### config.mk
export PLATFORM = sky130hd
export DESIGN_NAME = sar_seq
export DESIGN_NICKNAME = d
export VERILOG_FILES = /design/src/rtl/sar_pkg.sv /design/src/rtl/sar_start_gate.sv /design/src/rtl/sar_phase_ctl.sv /design/src/rtl/sar_approx.sv /design/src/rtl/sar_seq.sv
export SDC_FILE = /design/constraint.sdc
export NUM_CORES = 1
export LEC_CHECK = 0
export CORE_MARGIN = 1.5
export CORE_UTILIZATION = 55
export CTS_CLUSTER_DIAMETER = 80
export CTS_CLUSTER_SIZE = 30
export DETAILED_ROUTE_END_ITERATION = 7
export GPL_ROUTABILITY_DRIVEN = 0
export PLACE_DENSITY = 0.9
export SKIP_CTS_REPAIR_TIMING = 1
export SLEW_MARGIN = 20
export SYNTH_ARGS = -nofsm -noshare
export SYNTH_HDL_FRONTEND = slang
export SYNTH_SLANG_ARGS = --single-unit
### constraint.sdc
create_clock -name clk -period 2.4 [get_ports clk]
set_input_delay 0.48 -clock clk [delete_from_list [all_inputs] [get_ports clk]]
set_output_delay 0.48 -clock clk [all_outputs]
set_load 0.05 [all_outputs]
### src/rtl/sar_pkg.sv
package sar_pkg;
  typedef enum logic [1:0] {
    PH_IDLE,
    PH_INIT,
    PH_SAMPLE,
    PH_BITS
  } sar_phase_e;
endpackage

### src/rtl/sar_start_gate.sv
module sar_start_gate (
  input  logic clk,
  input  logic rst_n,
  input  logic mc_en,
  input  logic sw_start,
  input  logic ext_start,
  input  logic active,
  input  logic done,
  input  logic low_pwr,
  output logic start_go
);
  logic pin_q;
  logic pin_d;
  logic pin_rise;

  always_comb begin
    pin_d = mc_en ? ext_start : pin_q;
  end

  always_ff @(posedge clk or negedge rst_n) begin
    if (!rst_n) pin_q <= 1'b0;
    else        pin_q <= pin_d;
  end

  // a rise is seen only between two enabled samples; blocked rises are lost
  assign pin_rise = ext_start & ~pin_q;
  assign start_go = mc_en & ~active & ~done & ~low_pwr & (sw_start | pin_rise);
endmodule

### src/rtl/sar_phase_ctl.sv
module sar_phase_ctl
  import sar_pkg::*;
#(
  parameter int RES_W      = 10,
  parameter int INIT_CYC   = 2,
  parameter int SAMPLE_CYC = 8,
  parameter int BIT_CYC    = 4,
  parameter int IDX_W      = $clog2(RES_W)
) (
  input  logic             clk,
  input  logic             rst_n,
  input  logic             mc_en,
  input  logic             start_go,
  input  logic             low_pwr,
  input  logic             clr_done,
  output logic             active,
  output logic             in_bits,
  output logic             in_sample,
  output logic [IDX_W-1:0] bit_idx,
  output logic             decide,
  output logic             finish,
  output logic             busy,
  output logic             done
);
  localparam int CNT_MAX = (INIT_CYC > SAMPLE_CYC)
                         ? ((INIT_CYC > BIT_CYC) ? INIT_CYC : BIT_CYC)
                         : ((SAMPLE_CYC > BIT_CYC) ? SAMPLE_CYC : BIT_CYC);
  localparam int CNT_W = $clog2(CNT_MAX + 1);
  localparam logic [CNT_W-1:0] INIT_LAST   = CNT_W'(INIT_CYC - 1);
  localparam logic [CNT_W-1:0] SAMPLE_LAST = CNT_W'(SAMPLE_CYC - 1);
  localparam logic [CNT_W-1:0] BIT_LAST    = CNT_W'(BIT_CYC - 1);
  localparam logic [IDX_W-1:0] IDX_TOP     = IDX_W'(RES_W - 1);

  sar_phase_e       phase_q, phase_d;
  logic [CNT_W-1:0] cnt_q, cnt_d;
  logic [IDX_W-1:0] idx_q, idx_d;
  logic             busy_q, busy_d;
  logic             done_q, done_d;

  always_comb begin
    phase_d = phase_q;
    cnt_d   = cnt_q;
    idx_d   = idx_q;
    busy_d  = busy_q;
    done_d  = done_q;
    decide  = 1'b0;
    finish  = 1'b0;
    if (mc_en) begin
      if (clr_done) done_d = 1'b0;
      if ((phase_q != PH_IDLE) && low_pwr) begin
        phase_d = PH_IDLE;
        cnt_d   = '0;
        busy_d  = 1'b0;
      end else begin
        case (phase_q)
          PH_IDLE: begin
            if (start_go) begin
              phase_d = PH_INIT;
              cnt_d   = '0;
            end
          end
          PH_INIT: begin
            if (cnt_q == '0) busy_d = 1'b1;
            if (cnt_q == INIT_LAST) begin
              phase_d = PH_SAMPLE;
              cnt_d   = '0;
            end else begin
              cnt_d = cnt_q + 1'b1;
            end
          end
          PH_SAMPLE: begin
            if (cnt_q == SAMPLE_LAST) begin
              phase_d = PH_BITS;
              cnt_d   = '0;
              idx_d   = IDX_TOP;
            end else begin
              cnt_d = cnt_q + 1'b1;
            end
          end
          PH_BITS: begin
            if (cnt_q == BIT_LAST) begin
              decide = 1'b1;
              cnt_d  = '0;
              if (idx_q == '0) begin
                finish  = 1'b1;
                phase_d = PH_IDLE;
                busy_d  = 1'b0;
                done_d  = 1'b1;
              end else begin
                idx_d = idx_q - 1'b1;
              end
            end else begin
              cnt_d = cnt_q + 1'b1;
            end
          end
          default: phase_d = PH_IDLE;
        endcase
      end
    end
  end

  always_ff @(posedge clk or negedge rst_n) begin
    if (!rst_n) begin
      phase_q <= PH_IDLE;
      cnt_q   <= '0;
      idx_q   <= '0;
      busy_q  <= 1'b0;
      done_q  <= 1'b0;
    end else begin
      phase_q <= phase_d;
      cnt_q   <= cnt_d;
      idx_q   <= idx_d;
      busy_q  <= busy_d;
      done_q  <= done_d;
    end
  end

  assign active    = (phase_q != PH_IDLE);
  assign in_bits   = (phase_q == PH_BITS);
  assign in_sample = (phase_q == PH_SAMPLE);
  assign bit_idx   = idx_q;
  assign busy      = busy_q;
  assign done      = done_q;
endmodule

### src/rtl/sar_approx.sv
module sar_approx #(
  parameter int RES_W = 10,
  parameter int IDX_W = $clog2(RES_W)
) (
  input  logic             clk,
  input  logic             rst_n,
  input  logic             start_go,
  input  logic             decide,
  input  logic             finish,
  input  logic             in_bits,
  input  logic [IDX_W-1:0] bit_idx,
  input  logic             cmp_ge,
  output logic [RES_W-1:0] dac_code,
  output logic [RES_W-1:0] result
);
  logic [RES_W-1:0] sar_q, sar_d;
  logic [RES_W-1:0] res_q, res_d;
  logic [RES_W-1:0] trial;

  always_comb begin
    trial = in_bits ? (RES_W'(1) << bit_idx) : '0;
  end

  always_comb begin
    sar_d = sar_q;
    res_d = res_q;
    if (start_go)    sar_d = '0;
    else if (decide) sar_d[bit_idx] = cmp_ge;
    if (finish)      res_d = sar_d;
  end

  always_ff @(posedge clk or negedge rst_n) begin
    if (!rst_n) begin
      sar_q <= '0;
      res_q <= '0;
    end else begin
      sar_q <= sar_d;
      res_q <= res_d;
    end
  end

  assign dac_code = sar_q | trial;
  assign result   = res_q;
endmodule

### src/rtl/sar_seq.sv
module sar_seq #(
  parameter int RES_W      = 10,
  parameter int CH_W       = 3,
  parameter int INIT_CYC   = 2,
  parameter int SAMPLE_CYC = 8,
  parameter int BIT_CYC    = 4
) (
  input  logic             clk,
  input  logic             rst_n,
  input  logic             mc_en,
  input  logic             sw_start,
  input  logic             ext_start,
  input  logic [CH_W-1:0]  chan_sel,
  input  logic             clr_done,
  input  logic             idle_req,
  input  logic             pdown_req,
  input  logic             cmp_ge,
  output logic [CH_W-1:0]  mux_sel,
  output logic [RES_W-1:0] dac_code,
  output logic             sample_en,
  output logic             busy,
  output logic             done,
  output logic             irq,
  output logic [RES_W-3:0] res_hi,
  output logic [1:0]       res_lo
);
  localparam int IDX_W = $clog2(RES_W);

  logic             rst_meta, rst_sync;
  logic             low_pwr;
  logic             start_go;
  logic             active;
  logic             in_bits;
  logic [IDX_W-1:0] bit_idx;
  logic             decide;
  logic             finish;
  logic [RES_W-1:0] result;
  logic [CH_W-1:0]  mux_q, mux_d;

  always_ff @(posedge clk or negedge rst_n) begin
    if (!rst_n) begin
      rst_meta <= 1'b0;
      rst_sync <= 1'b0;
    end else begin
      rst_meta <= 1'b1;
      rst_sync <= rst_meta;
    end
  end

  assign low_pwr = idle_req | pdown_req;

  sar_start_gate u_gate (
    .clk       (clk),
    .rst_n     (rst_sync),
    .mc_en     (mc_en),
    .sw_start  (sw_start),
    .ext_start (ext_start),
    .active    (active),
    .done      (done),
    .low_pwr   (low_pwr),
    .start_go  (start_go)
  );

  sar_phase_ctl #(
    .RES_W      (RES_W),
    .INIT_CYC   (INIT_CYC),
    .SAMPLE_CYC (SAMPLE_CYC),
    .BIT_CYC    (BIT_CYC),
    .IDX_W      (IDX_W)
  ) u_ctl (
    .clk       (clk),
    .rst_n     (rst_sync),
    .mc_en     (mc_en),
    .start_go  (start_go),
    .low_pwr   (low_pwr),
    .clr_done  (clr_done),
    .active    (active),
    .in_bits   (in_bits),
    .in_sample (sample_en),
    .bit_idx   (bit_idx),
    .decide    (decide),
    .finish    (finish),
    .busy      (busy),
    .done      (done)
  );

  sar_approx #(
    .RES_W (RES_W),
    .IDX_W (IDX_W)
  ) u_sar (
    .clk      (clk),
    .rst_n    (rst_sync),
    .start_go (start_go),
    .decide   (decide),
    .finish   (finish),
    .in_bits  (in_bits),
    .bit_idx  (bit_idx),
    .cmp_ge   (cmp_ge),
    .dac_code (dac_code),
    .result   (result)
  );

  always_comb begin
    mux_d = start_go ? chan_sel : mux_q;
  end

  always_ff @(posedge clk or negedge rst_sync) begin
    if (!rst_sync) mux_q <= '0;
    else           mux_q <= mux_d;
  end

  assign mux_sel = mux_q;
  assign irq     = done;
  assign res_hi  = result[RES_W-1:2];
  assign res_lo  = result[1:0];
endmodule

# Yosys cells after proc, flatten, opt, wreduce, memory -nomap -nowiden
# Cells that the tools add are included.
[op_classes] n_addsub=2 n_lt_le_gt_ge=2 div=0 n_eq_ne=15 n_shift=1 n_reduce_logical=12 bitwise_logic=13 n_mux=42 mul=0
[ops] op="4-bit two-way mux" count=8
[ops] op="10-bit two-way mux" count=3
[ops] op="1-bit two-way mux" count=19
[ops] op="4-bit case mux with 4 select lines" count=1
[ops] op="2-bit two-way mux" count=6
[ops] op="6-bit AND reduction" count=2
[ops] op="10-bit bitwise mux" count=1
[ops] op="10-bit OR" count=1
[ops] op="1-bit by 4-bit << shifter with 10-bit output (first input constant)" count=1
[ops] op="3-bit by 1-bit inequality test with 1-bit output (second input constant)" count=3
[ops] op="4-bit logical NOT" count=2
[ops] op="2-bit case mux with 4 select lines" count=1
[ops] op="4-bit case mux with 2 select lines" count=1
[ops] op="3-bit inequality test (second input constant)" count=2
[ops] op="1-bit bitwise AND" count=5
[ops] op="4-bit by 5-bit less-than comparator with 1-bit output (second input constant)" count=1
[ops] op="1-bit NOT" count=5
[ops] op="5-bit AND reduction" count=1
[ops] op="4-bit by 1-bit adder with 4-bit output (second input constant)" count=1
[ops] op="1-bit demux with 4-bit select" count=1
[ops] op="2-bit == test (second input constant)" count=2
[ops] op="4-bit by 1-bit == test with 1-bit output (second input constant)" count=1
[ops] op="4-bit by 2-bit == test with 1-bit output (second input constant)" count=1
[ops] op="4-bit by 3-bit == test with 1-bit output (second input constant)" count=1
[ops] op="other kinds (13)" count=17
[word_totals] mem_bits_ro=0 out_inout_bits=27 in_bits=12 ff_bits=38 mem_bits_rw=0 word_cells=98 latchBits=0 mem_count=0

# Longest topological paths before layout
# Gate-level depths: netlist (run 1).
[depth] ltp_word=9 depth_mapped=8 mapped_depth_nobuf=7

# Hierarchy
# From an unflattened synthesis (run 1), not the netlist that was laid out.
[hier_totals] cells_unflattened=234 hier_area_um2=2329.7
[modules_own_cells] mod="sar_approx" area_per_inst_um2=1168.6 cells_each=120 instances=1 seq_area_each_um2=500.5
[modules_own_cells] mod="sar_phase_ctl" area_per_inst_um2=919.6 cells_each=98 instances=1 seq_area_each_um2=300.3
[modules_own_cells] mod="sar_seq" area_per_inst_um2=176.4 cells_each=11 instances=1 seq_area_each_um2=125.1
[modules_own_cells] mod="sar_start_gate" area_per_inst_um2=65.1 cells_each=5 instances=1 seq_area_each_um2=25.0

# Least setup slack after synthesis (run 1)
# No wires, ideal clock.
[synth_path] kind="flip-flop to output port" startpoint="reg u_ctl.phase_q[1]" endpoint="out dac_code[0]" setup_slack_ns=0.211 t_arrival_ns=1.709 path_stages_with_launch=5 path_buffers=1 t_required_ns=1.920 cell_sequence="dfrtp_1 > ha_1 > clkbuf_1 > nand2_1 > o21bai_1"
[synth_via] elab_chain_len=3
[synth_rtl] element="start, declared" line_no="sar_phase_ctl.sv:34" source="sar_phase_e phase_q, phase_d;"
[synth_rtl] element="start signal, assigned" line_no="sar_phase_ctl.sv:110" source="phase_q <= phase_d;"
[synth_rtl] element="2-bit == test" line_no="sar_phase_ctl.sv:119" source="assign in_bits = (phase_q == PH_BITS);"
[synth_rtl] element="10-bit two-way mux" line_no="sar_approx.sv:21" source="trial = in_bits ? (RES_W'(1) << bit_idx) : '0;"
[synth_rtl] element="10-bit OR" line_no="sar_approx.sv:42" source="assign dac_code = sar_q | trial;"
[synth_rtl] element="end, declared" line_no="sar_seq.sv:19" source="output logic [RES_W-1:0] dac_code,"
# No other way between the ends.

# Worst setup path in the final report (run 1)
[layout_path] startpoint="reg u_ctl.phase_q[1]" endpoint="out dac_code[2]"
# Same word-level chain as after synthesis.

==> results of run 1 <==
==> logic make-up after synthesis <==
kind of cell / after synthesis / share of synthesized area [%]
other: 1 / 0.171
AND/OR/NAND/NOR: 74 / 19.8
buffers and inverters: 21 / 4.16
AO/OA/AOI/OAI: 56 / 18.2
flip-flops: 38 / 43.3
adder cells (fa/ha/maj): 14 / 7.98
multiplexers: 13 / 6.33
==> sequential cells by signal, summed over array words and instances, names as in the netlist <==
name	cells
rst_meta	1
mux_sel	3
u_sar.sar_q	10
u_sar.result	10
u_ctl.phase_q	2
u_gate.pin_q	1
rst_sync	1
u_ctl.done	1
u_ctl.busy	1
u_ctl.cnt_q	4
u_ctl.bit_idx	4
==> layout make-up <==
class	count	area [sq um]	share of cell area, %
multi-input cells	158	1150	40.1
clock buffers	7	86.3	2.99
repair buffers	50	581	20.1
flip-flops and latches	38	951	33.0
clock inverters	1	5.00	0.174
well taps	48	60.1	2.08
inverters	12	45.0	1.56
==> cell usage after synthesis (all sizes together) (2+ instances only) <==
master  count  share of area (%)
clkbuf      2               0.34
nor2       11                2.0
o21ai      11                2.7
o31ai       4                1.4
or2         2               0.57
or3b        2               0.80
nor2b       3               0.86
and2b       2               0.74
a21o        9                3.1
mux2        7                3.6
a31o        2               0.80
a21oi       7                1.6
mux2i       6                2.7
nor4b       3                1.2
buf         7                1.8
nand3      10                2.3
o21a        3                1.0
a31oi       4                1.1
and4        2               0.86
ha         14                8.0
nand4       4                1.1
a22o        2               0.80
dfrtp      38                 43
and3        3               0.86
a41oi       2               0.80
nand2b      2               0.57
nor3        8                2.6
and2        3               0.91
a211oi      2               0.68
o21bai      2               0.68
nand2      15                2.6
inv        12                2.1
==> through the flow <==
stage / utilization [%] / hold WS, ns / power, mW
3_3_place_gp: 74.1 / 0.288 / 1.41
4_1_cts: 76.5 / 0.284 / 1.87
5_1_grt: 77.0 / 0.339 / 1.97
3_5_place_dp: 74.1 / 0.291 / 1.42
6_report: 77.0 / 0.273 / 1.88
2_1_floorplan: - / 0.184 / 1.20
==> report_power, final <==
| group | switching (mW) | internal [mW] |
|---|---|---|
| logic | 0.424 | 0.268 |
| clock network | 0.220 | 0.232 |
| registers | 0.0367 | 0.695 |
| total | 0.681 | 1.19 |
==> layout by cell type, fill, tap and decap left out, drive strengths merged, types with 3 or more instances in the layout <==
cell,instances
buf,23
o31ai,4
a31oi,4
nor2b,3
a21oi,7
o21ai,11
nand4,4
ha,14
nand2,15
a21o,9
clkbuf,7
and2,3
nor2,11
mux2i,6
nor4b,3
inv,12
clkdlybuf4s50,27
o21a,3
mux2,7
nand3,10
dfrtp,38
and3,3
nor3,8
==> metal layers <==
metal  vias up  wire (microns)
met5         -               0
li1        892               -
met3        11             274
met2        69            2710
met1       909            2190
met4         0              78
==> final timing paths <==
kind,startpoint,end,slack [ns],depth (start not counted)
min reg2reg,rst_sync,u_sar.sar_q[4],0.27,1
min,rst_sync,u_sar.sar_q[4],0.27,1
max,u_ctl.phase_q[1],dac_code[2],0.11,5
min in group clk,rst_meta,rst_sync,0.35,0
max reg2reg,u_ctl.phase_q[1],u_sar.result[5],0.27,7
max in group asynchronous,rst_sync,u_sar.sar_q[1],1.81,1
==> critical path: stages, from the launching register on <==
cell and delay (ns):
dfrtp_1 0.43, ha_2 0.25, nor2b_1 0.18, and3_1 0.21
or2_2 0.30, buf_12 0.15
==> results.md, run 1 <==
* Post-synth top flop: dfrtp_1
* DIE WIDTH at 66.2 microns
* Layout Cells excl Fill at 314
* Drt first pass iters at 4
* Busiest layer in global routing: met2
* First-pass GRT wire length at 8630 microns
* Final hold vios at 0
* Post-place instance area at 2770 sq um
* Post-synth ARST share at 100%
* Syn avg cell area at 10.1 sq um
* VDD IR max at 0.486 mV
* DR iter-0 viols at 172
* Critical path class: register to output pin
* Critical Path Source Type: register
* Power Dens Cells at 651 nW/um^2
* Met2 Use GR at 44.3%
* CTS tree: yes
* Routing usage on met3 at 5.96%
* Number of global-route vias before repair at 1,828
* DR WL/cell at 16.7 microns
* Cells after synthesis at 217
* Max_cap viols at 0
* ANT cells at 0
* Setup TNS at 0 ns
* Post-synthesis register bit count at 38
* Io pins at 39
* Final ANT Viol Nets at 0
* Initial antenna violation count at 0
* Design Area, Final at 2880 sq um
* Core Area at 3740 sq um
* Final WL at 5250 microns
* Initial Utilization at 58.6%
* HPWL Detailed at 3690 microns
* Via count at 1,881
* Worst EP required at 1.92 ns
* Synth cell types at 59
* Critical path data arrival time at 1.81 ns
* CP endpoint kind: output pin
* Residual DRC at 0
* Sink Count at 38
* Share of layout cells above drive strength 1 at 19.9%
* Final min period at 2.29 ns
* Global-route total usage across every layer at 26.0%
* # rows at 22
* Largest net degree at the start of global routing at 37
* Die Y at 66.2 microns
* NumNets Final at 291
* CP max FO at 8
* Peak Freq at 436 MHz
* Layout Skew at 0.0120 ns
* Clock transition at the registers of the reported paths at 0.08 ns
* Gr ovfl total at 0
* Grt met1 use at 33.1%
* CTS root buf: clkbuf_8
* Final setup vio count at 0
* Clock Path Buffers at 2
* Number of CTS-inserted buffers at 5
* Synthesis Warnings at 0
* Pre-CTS setup slack at 0.00349 ns
* Worst Setup Slack, final at 0.109 ns
* Final slew viol count at 0
* Final critical-path share of the clock period at 95.5%
* Outcome: completed
* Mapped cell area at 2190 sq um
* Number of fill cells at 257
* Number of synthesized flops with an enable pin at 0
* HP Class: register to asynchronous set/reset pin
* Mapped Nets at 243
* Leak at 1.37 nW
* Die area at 4380 sq um
* Via/cell ratio at 5.99
* Max H-tree Level at 2
* Slew headroom at 66.2%
* Sequential cell area fraction in the yosys report at 43.3%
* Synth-to-Final Area Change at 31.4%
* Worst-Margin Slew at 0.494 ns
* PortBufs at 38
* Placed cells at 304
* Worst-Skew Late Latency at 0.29 ns
Power figures use the tool's default switching activity.
==> run 2: changes to the inputs <==
--- a/config.mk
+++ b/config.mk
@@ -8,7 +8,6 @@
 export CORE_MARGIN = 1.5
 export CORE_UTILIZATION = 55
 export CTS_CLUSTER_DIAMETER = 80
-export CTS_CLUSTER_SIZE = 30
 export DETAILED_ROUTE_END_ITERATION = 7
 export GPL_ROUTABILITY_DRIVEN = 0
 export PLACE_DENSITY = 0.9
==> results of run 2 <==
Same layout as run 1: the final DEF is identical, and so are final timing and power.
==> run 3: changes to the inputs <==
--- a/config.mk
+++ b/config.mk
@@ -6,11 +6,12 @@
 export NUM_CORES = 1
 export LEC_CHECK = 0
 export CORE_MARGIN = 1.5
-export CORE_UTILIZATION = 55
+export CORE_UTILIZATION = 35
 export CTS_CLUSTER_DIAMETER = 80
 export DETAILED_ROUTE_END_ITERATION = 7
 export GPL_ROUTABILITY_DRIVEN = 0
-export PLACE_DENSITY = 0.9
+export PLACE_DENSITY = 0.64
+export REMOVE_ABC_BUFFERS = 1
 export SKIP_CTS_REPAIR_TIMING = 1
 export SLEW_MARGIN = 20
 export SYNTH_ARGS = -nofsm -noshare
==> run 3 against run 2 <==
Highest routed layer unchanged. Combinational power is 2% lower. Critical path type unchanged. First-iteration DRC count is 33% lower. Register-to-register slack better by 0.08 ns. Core utilization is 27 points lower. Critical path depth stayed put.
==> results.md, run 3 (synthesized netlist as in run 1, its figures left out) <==
* DR iter-0 viols at 116 (-33%)
* HPWL Detailed at 3630 microns (-1.5%)
* Peak Freq at 439 MHz (+0.52%)
* NetSw at 0.702 mW (+3.1%)
* CTS tree: yes
* Residual DRC at 0 (unchanged)
* Drt first pass iters at 4 (unchanged)
* Clock Path Buffers at 2 (unchanged)
* Number of fill cells at 564 (+120%)
* Final critical-path share of the clock period at 95.0% (-0.50 points)
* NumNets Final at 293 (+0.69%)
* DIE WIDTH at 82.2 microns (+24%)
* Max_cap viols at 0 (unchanged)
* Sequential Power Share at 35.1% (-3.9 points)
* Worst flop-to-flop path startpoint: u_ctl.phase_q[1]
* Max H-tree Level at 2 (unchanged)
* CP endpoint kind: output pin
* Slew headroom at 65.4% (-0.86 points)
* PortBufs at 38 (unchanged)
* Clock transition at the registers of the reported paths at 0.09 ns (about the same)
* CTS root buf: clkbuf_8
* Critical path class: register to output pin
* Critical path data arrival time at 1.80 ns (about the same)
* Post-place instance area at 2830 sq um (+2.0%)
* Final ANT Viol Nets at 0 (unchanged)
* Die area at 6750 sq um (+54%)
* Initial Utilization at 36.6% (-22 points)
* Commonest non-fill, non-tap cell in the layout: dfrtp_1
* Number of CTS-inserted buffers at 5 (unchanged)
* Comb pwr share at 32.2% (-4.7 points)
* Final setup vio count at 0 (unchanged)
* Layout Skew at 0.0125 ns (+0.000479 ns)
* Final min period at 2.28 ns (-0.0120 ns)
* Global-route total usage across every layer at 16.7% (-9.3 points)
* Pint at 1.40 mW (+18%)
* Final hold slack at 0.281 ns (+0.00743 ns)
* Share of layout cells above drive strength 1 at 20.9% (+0.97 points)
* Largest net degree at the start of global routing at 37 (unchanged)
* Worst-Margin Slew at 0.507 ns (+0.0125 ns)
* Via/cell ratio at 5.33 (-11%)
* # rows at 28 (+27%)
* Synth-to-Final Area Change at 36.4%
* Critical Path Source Type: register
* Outcome: completed
* HP Class: register to asynchronous set/reset pin
* Gr ovfl total at 0 (unchanged)
* Worst EP required at 1.92 ns (about the same)
* Number of global-route vias before repair at 1,774 (-3.0%)
* Final slew viol count at 0 (unchanged)
* Unrepaired setup endpoints after global routing: no
* Switch share at 33.3% (-3.0 points)
* Worst-Skew Late Latency at 0.30 ns (about the same)
* Final hold vios at 0 (unchanged)
* Io pins at 39 (unchanged)
* Power Dens Cells at 704 nW/um^2 (+8.2%)
* Clk pwr share at 32.8% (+8.7 points)
* DR WL/cell at 14.8 microns (-12%)
* Core Area at 5990 sq um (+60%)
* Initial antenna violation count at 0 (unchanged)
* Via count at 1,827 (-2.9%)
* Worst flop-to-flop path endpoint: u_sar.result[9]
* Design Area, Final at 2990 sq um (+3.8%)
* Final WL at 5060 microns (-3.6%)
* Sink Count at 38 (unchanged)
* Cell count of the worst reg-to-reg path at 8 (+1)
* ANT cells at 0 (unchanged)
* Leak at 1.41 nW (+2.6%)
* First-pass GRT wire length at 8540 microns (-1.0%)
* CP max FO at 10 (+2)
* VDD IR max at 0.440 mV (-9.5%)
* Most frequent cells in the layout: 38 x dfrtp_1, 27 x clkdlybuf4s50_1, 15 x nand2_1, 14 x buf_4, 13 x ha_1
* Die Y at 82.2 microns (+24%)
* FF-to-FF setup slack at 0.35 ns (+0.08 ns)
==> run 3: worst max-delay path by stage <==
stage	startpoint	slack, ns	end
2_1_floorplan	u_ctl.bit_idx[0]	0.10	dac_code[0]
3_5_place_dp	mc_en	0.02	u_sar.result[5]
3_3_place_gp	mc_en	0.08	u_sar.result[5]
4_1_cts	u_ctl.phase_q[1]	-0.09	dac_code[5]
6_report	u_ctl.phase_q[1]	0.12	dac_code[3]
5_1_grt	u_ctl.phase_q[1]	0.03	dac_code[2]
==> run 3: critical path: stages, from the launching register on <==
cell,delay [ns]
dfrtp_1,0.45
ha_4,0.23
nor2b_1,0.17
and3_1,0.21
or2_2,0.30
buf_12,0.16
==> run 3: layer usage <==
| layer | wire (microns) | vias up | global-route usage (%) |
|---|---|---|---|
| li1 | - | 887 | - |
| met1 | 2400 | 884 | 22.1 |
| met2 | 2390 | 52 | 27.3 |
| met3 | 227 | 4 | 3.96 |
| met4 | 44 | 0 | 4.07 |
| met5 | 0 | - | 0 |
==> run 3: cell type report <==
class	count	area (sq um)	share of cell area, %
Clock buffer	6	82.6	2.76
Sequential cell	38	951	31.8
Multi-Input combinational cell	158	1160	38.9
Inverter	12	45.0	1.51
Tap cell	75	93.8	3.14
Clock inverter	2	60.1	2.01
Timing Repair Buffer	52	596	19.9
==> run 3: per-stage QoR <==
step,setup TNS (ns),power (mW),util [%],instances,setup slack [ns]
floorplan,0,1.19,-,208,0.104
global placement,0,1.41,47.2,334,0.0780
detailed placement,0,1.42,47.2,334,0.0235
CTS,-0.307,2.11,49.6,342,-0.0911
global route,0,2.23,50.0,343,0.0330
finish,0,2.11,50.0,343,0.121
==> run 3: power by group through the flow <==
stage / Combinational (mW) / Sequential [mW] / Clock (mW)
after floorplan: 0.328 / 0.864 / 0
after global placement: 0.669 / 0.745 / 0
after detailed placement: 0.675 / 0.743 / 0
after CTS: 0.676 / 0.732 / 0.705
after global routing: 0.741 / 0.747 / 0.738
final: 0.678 / 0.738 / 0.690
